==> config.mk <==
export PLATFORM = sky130hd
export DESIGN_NAME = hidden_cmd_unlock
export DESIGN_NICKNAME = d
export VERILOG_FILES = /design/src/rtl/hidden_cmd_unlock.sv
export SDC_FILE = /design/constraint.sdc
export NUM_CORES = 1
export LEC_CHECK = 0
export ABC_AREA = 1
export BUFFER_PORTS_ARGS = -buffer_cell sky130_fd_sc_hd__buf_2
export CAP_MARGIN = 0
export CORE_MARGIN = 2
export CORE_UTILIZATION = 35
export DETAILED_ROUTE_END_ITERATION = 10
export PLACE_DENSITY = 0.59
export REMOVE_ABC_BUFFERS = 1
export SYNTH_ARGS = -nofsm -noshare
export SYNTH_HDL_FRONTEND = slang
export SYNTH_SLANG_ARGS = --single-unit
export TNS_END_PERCENT = 30
==> constraint.sdc <==
create_clock -name clk -period 3.9 [get_ports clk]
set_clock_uncertainty 0.2 [all_clocks]
set_input_delay 0.195 -clock clk [delete_from_list [all_inputs] [get_ports clk]]
set_output_delay 0.195 -clock clk [all_outputs]
set_load 0.01 [all_outputs]
==> src/rtl/hidden_cmd_unlock.sv <==
module hidden_cmd_unlock #(
  parameter int ADDR_W = 4,
  parameter logic [ADDR_W-1:0] MASK_ADDR = 2,
  parameter int UNLOCK_READS = 4,
  parameter logic [7:0] ID_BYTE = 8'hC7,
  parameter bit ID_ON_FOURTH = 1'b1,
  parameter bit READ_KEEPS_OPEN = 1'b0
) (
  input  logic              clk,
  input  logic              rst_n,
  input  logic [ADDR_W-1:0] reg_sel,
  input  logic              rd_en,
  input  logic              wr_en,
  input  logic [7:0]        wr_data,
  output logic [7:0]        rd_data,
  output logic [7:0]        cmd_q,
  output logic [7:0]        mask_q
);
  localparam int CW = $clog2(UNLOCK_READS + 1);
  localparam logic [CW-1:0] OPEN_CNT = CW'(UNLOCK_READS);
  localparam logic [CW-1:0] LAST_CNT = CW'(UNLOCK_READS - 1);

  logic [CW-1:0] cnt;
  logic at_mask, in_group, open;

  assign at_mask  = (reg_sel == MASK_ADDR);
  assign in_group = (reg_sel < ADDR_W'(4));
  assign open     = (cnt == OPEN_CNT);

  always_comb begin
    rd_data = 8'h00;
    if (rd_en && at_mask) begin
      if (open)                             rd_data = cmd_q;
      else if (ID_ON_FOURTH && cnt == LAST_CNT) rd_data = ID_BYTE;
      else                                  rd_data = mask_q;
    end
  end

  always_ff @(posedge clk) begin
    if (!rst_n) begin
      cnt    <= '0;
      mask_q <= 8'hFF;
      cmd_q  <= 8'h00;
    end else if (wr_en) begin
      if (at_mask) begin
        if (open) cmd_q  <= wr_data;
        else      mask_q <= wr_data;
        cnt <= '0;
      end else if (in_group) begin
        cnt <= '0;
      end
    end else if (rd_en) begin
      if (at_mask) begin
        if (!open)                 cnt <= cnt + CW'(1);
        else if (!READ_KEEPS_OPEN) cnt <= '0;
      end else if (in_group) begin
        cnt <= '0;
      end
    end
  end

  // input rule: one strobe per cycle
  excl_strobe_chk: assert property (@(posedge clk) disable iff (!rst_n) !(rd_en && wr_en));


  hidden_wr_chk: assert property (@(posedge clk) disable iff (!rst_n)
    (wr_en && at_mask && open) |=> (cmd_q == $past(wr_data) && $stable(mask_q)));


  mask_wr_chk: assert property (@(posedge clk) disable iff (!rst_n)
    (wr_en && at_mask && !open) |=> (mask_q == $past(wr_data) && $stable(cmd_q) && cnt == '0));


  group_clear_chk: assert property (@(posedge clk) disable iff (!rst_n)
    ((rd_en || wr_en) && in_group && !at_mask) |=> (cnt == '0));


  outside_hold_chk: assert property (@(posedge clk) disable iff (!rst_n)
    ((rd_en || wr_en) && !in_group) |=> $stable(cnt));


  relock_chk: assert property (@(posedge clk) disable iff (!rst_n)
    (open && at_mask && (wr_en || (rd_en && !READ_KEEPS_OPEN))) |=> !open);


  keep_open_chk: assert property (@(posedge clk) disable iff (!rst_n)
    (READ_KEEPS_OPEN && open && at_mask && rd_en && !wr_en) |=> open);
endmodule

Word-level counts from Yosys, hierarchy flattened

Cells that the tools add are included.

Bits in registers: 19
Bits in latches: 0
RAM bits: 0
Bits in read-only memories: 0
Output and inout bits: 24
Word-level logic and storage cells: 22
Memories kept: 0

Add/subtract/negate cells: 1
Multipliers: 0
Divide/modulo/power cells: 0
Order comparisons: 1
Equal/unequal tests: 3
Shifts and indexed selects: 0
Mux-type cells: 9
Bitwise logic cells: 1
Reductions and logical operators: 4

Operators by type and width:

| cell                                                                          | count |
|---|---|
| 8-bit two-way mux                                                             | 3 |
| 3-bit two-way mux                                                             | 6 |
| 3-bit AND reduction                                                           | 2 |
| 4-bit by 2-bit == test with 1-bit output (second input constant)              | 1 |
| 4-bit by 3-bit less-than comparator with 1-bit output (second input constant) | 1 |
| 3-bit by 1-bit adder with 3-bit output (second input constant)                | 1 |
| 3-bit by 2-bit == test with 1-bit output (second input constant)              | 1 |
| 3-bit == test (second input constant)                                         | 1 |
| 2-bit nonzero test                                                            | 1 |
| 1-bit logical AND                                                             | 1 |
| 1-bit inverter                                                                | 1 |

Depth between registers and ports, before layout

Depth in word-level cells: 5
Depth in mapped cells: 9
Mapped depth without buffers: 8

Worst setup path before layout

No wires, ideal clock.

Path kind: reg-to-output
Start: register cnt[0]
End: output port rd_data[3]
Arrival time: 1.193 ns
Setup slack: 2.312 ns
Stages on the path, launching flop included: 8
Path buffers: 1
Cells stage by stage: dfxtp_1 inv_1 ha_1 nand2_4 inv_4 buf_4 nand2_1 a21oi_1

Cells in the longest elaborated chain, start to end: 4
Elaborated cells between the ends (all ways): 5
Those cells by class: 2 x eq/ne; 3 x mux

RTL lines:

| what                                     | RTL line | text |
|---|---|---|
| start: declaration                       | 23       | `logic [CW-1:0] cnt;` |
| start signal: assignment                 | 54       | `if (!open) cnt <= cnt + CW'(1);` |
| 3-bit by 2-bit == test with 1-bit output | 34       | `else if (ID_ON_FOURTH && cnt == LAST_CNT) rd_data = ID_BYTE;` |
| 8-bit two-way mux                        | 34       |  |
| 8-bit two-way mux *                      | 33       | `if (open) rd_data = cmd_q;` |
| 8-bit two-way mux *                      | 32       | `if (rd_en && at_mask) begin` |
| end: declaration                         | 15       | `output logic [7:0] rd_data,` |

Every way passes the cells marked *; elsewhere a longest branch is shown, timed or not.

Worst setup path after layout

Start: register cnt[0]
End: output port rd_data[2]

The elaborated chain is that of the path after synthesis.

==> flow_summary.json <==
{
  "outcome": "finished with violations",
  "violations": "design-rule violations",
  "globalRouteOverflowTotal": 0,
  "syn2layout_area_growth_pct": 24.76,
  "power_uw": 356.2,
  "worstPathArrival_ps": 1610,
  "seqPwrFrac_pct": 56.0,
  "viasPerCell": 5.070,
  "clock_latency_ps": 300,
  "final_cell_mix": "buf_2, nand2_1, nor2_1, dfxtp_1, inv_1",
  "yosys_warnings": 0,
  "min_period_over_period_pct": 51.46,
  "cts_tree": "done",
  "comb_power_share_pct": 15.2,
  "coreArea_mm2": 0.002805,
  "synth_cell_types": 18,
  "clk_pin_slew_ps": 110,
  "met2_usage_pct": 26.51,
  "sw_frac_of_total_pct": 27.84,
  "switchingPower_uw": 99.16,
  "fin_area_mm2": 0.001311,
  "hold_violations": 0,
  "worst_slew_pin_slew_ps": 404.5,
  "path_max_fanout": 17,
  "p_clk_share_pct": 28.9,
  "vias": 1085,
  "grt_max_degree": 20,
  "cp-end-kind": "primary output",
  "synth_top_area_cell": "dfxtp_1",
  "grt_pass1_wl_um": 4381,
  "grt_pass1_vias": 977,
  "dr.pass1.iters": 7,
  "postLayoutCoreUtil_pct": 46.74,
  "intPower_uw": 257.0,
  "nets": 203,
  "cts_buffers": 3,
  "setup_viol_count_final": 0,
  "layout-drive-gt1-share_pct": 30.60,
  "setup_tns_ps": 0,
  "met3_usage_pct": 3.297,
  "drc": 2,
  "critPathRequiredTime_ps": 3500,
  "layout_commonest_cell": "buf_2",
  "routedWlPerCell_um": 12.51,
  "p_leak_nw": 0.6908,
  "post_cts_buffers": 0,
  "hp-class": "input port to flip-flop",
  "start_util_pct": 37.47,
  "maxCapViolCount": 0,
  "met1_usage_pct": 22.00,
  "period_minus_slack_ps": 2007,
  "clock_sinks": 19,
  "antenna_left": 0,
  "io_buffer_count": 39,
  "avgSynthCellArea_um2": 7.454,
  "die_w_um": 58.80,
  "rows": 19,
  "critPathKind": "flip-flop to primary output",
  "dieArea_mm2": 0.003457,
  "antenna_found_initial": 0,
  "dp_cells": 205,
  "synth_cells": 141,
  "clock.fmax_mhz": 498.3,
  "dr.first_iter.drc_count": 39,
  "relSlewSlack_pct": 73.03,
  "power_density_mw_per_mm2": 271.6,
  "ios": 40,
  "ys_seq_area_share_pct": 36.19,
  "drv_slew": 0,
  "grt_setup_unrepaired": "false",
  "die_h_um": 58.80,
  "dpl_cell_area_mm2": 0.001235,
  "start_kind": "flip-flop",
  "synth_area_mm2": 0.001051,
  "hpwl_um": 2039,
  "root_buffer": "clkbuf_4",
  "totalWireLength_um": 2678,
  "htreeDepth": 1,
  "busiest_layer": "met2",
  "grtUsageTotal_pct": 16.25,
  "diodes": 0,
  "yosysTopAreaCellShare_pct": 36.19,
  "stdcell_count": 214,
  "place_congestion": 0.9293,
  "vdd_ir_drop_max_mv": 0.1181,
  "clock_path_buffers": 2,
  "synth_area_leaders": "dfxtp_1, nand2_1, o211ai_2, nor2_1, inv_1",
  "ys_ff_latch": 19
}
-- power groups by stage --
stage	Clock [mW]	Sequential [mW]	Combinational, mW
after global placement	0	0.204	0.0492
after global routing	0.114	0.200	0.0596
final	0.103	0.199	0.0540
after detailed placement	0	0.204	0.0496
after CTS	0.103	0.199	0.0523
after floorplan	0	0.204	0.0266
-- worst max-delay path: stages (launching register included) --
cell and delay (ps):
dfxtp_1 330, inv_1 90, ha_1 220, nand2_4 120, inv_4 180, nand2_1 70, a21oi_1 140, buf_2 160
-- area by class of cell --
class	instances	area, um^2
multi-input cells	98	550.5
well taps	31	38.79
clock buffers	4	26.28
inverters	18	70.07
flip-flops and latches	19	380.4
fillers	307	1494
repair buffers	44	245.2
-- what timing repair did --
action / CTS / global route
endpoints found under the hold margin: 3 / 2
gates resized for setup: 0 / 0
hold buffers: 3 / 2
-- sequential cells by signal, summed over array words and instances (netlist names) --
signal,cells
mask_q,8
cmd_q,8
cnt,3
-- cell families after synthesis --
group / Yosys count / synth area share [%]
adders and majority gates: 3 / 3.572
DFF: 19 / 36.19
and+or+nand+nor: 68 / 30.24
AOI/OAI and AO/OA: 27 / 18.57
buffers and inverters: 24 / 11.43
-- per-stage QoR --
stage                     setup slack, ps  hold WS [ps]
final                                1893        0.4035
after global routing                 1757         4.950
after CTS                            1893         2.841
after global placement               2220         271.3
after detailed placement             2158         279.9
after floorplan                      2396         70.65
-- cells in the mapped netlist, drive strengths merged --
cell and count:
nand2 32, dfxtp 19, nor2 22, o211ai 8
a21oi 12, buf 6, inv 18, nand4 10
nand3 4, ha 3, o21ai 7
-- final timing paths --
kind	slack, ps	to	depth (start not counted)	from
max	1890	rd_data[2]	7	cnt[0]$_SDFFE_PN0P_
min	0.4	mask_q[5]$_SDFFE_PN1P_	3	wr_data[5]
max reg2reg	2200	mask_q[5]$_SDFFE_PN1P_	8	cnt[0]$_SDFFE_PN0P_
min reg2reg	290	cnt[1]$_SDFFE_PN0P_	2	cnt[1]$_SDFFE_PN0P_
-- layer usage --
metal	up-vias	wire, um
met5	-	0
met4	0	31
met3	5	97
met2	17	1240
met1	516	1308
li1	547	-
Power figures use the tool's default switching activity.
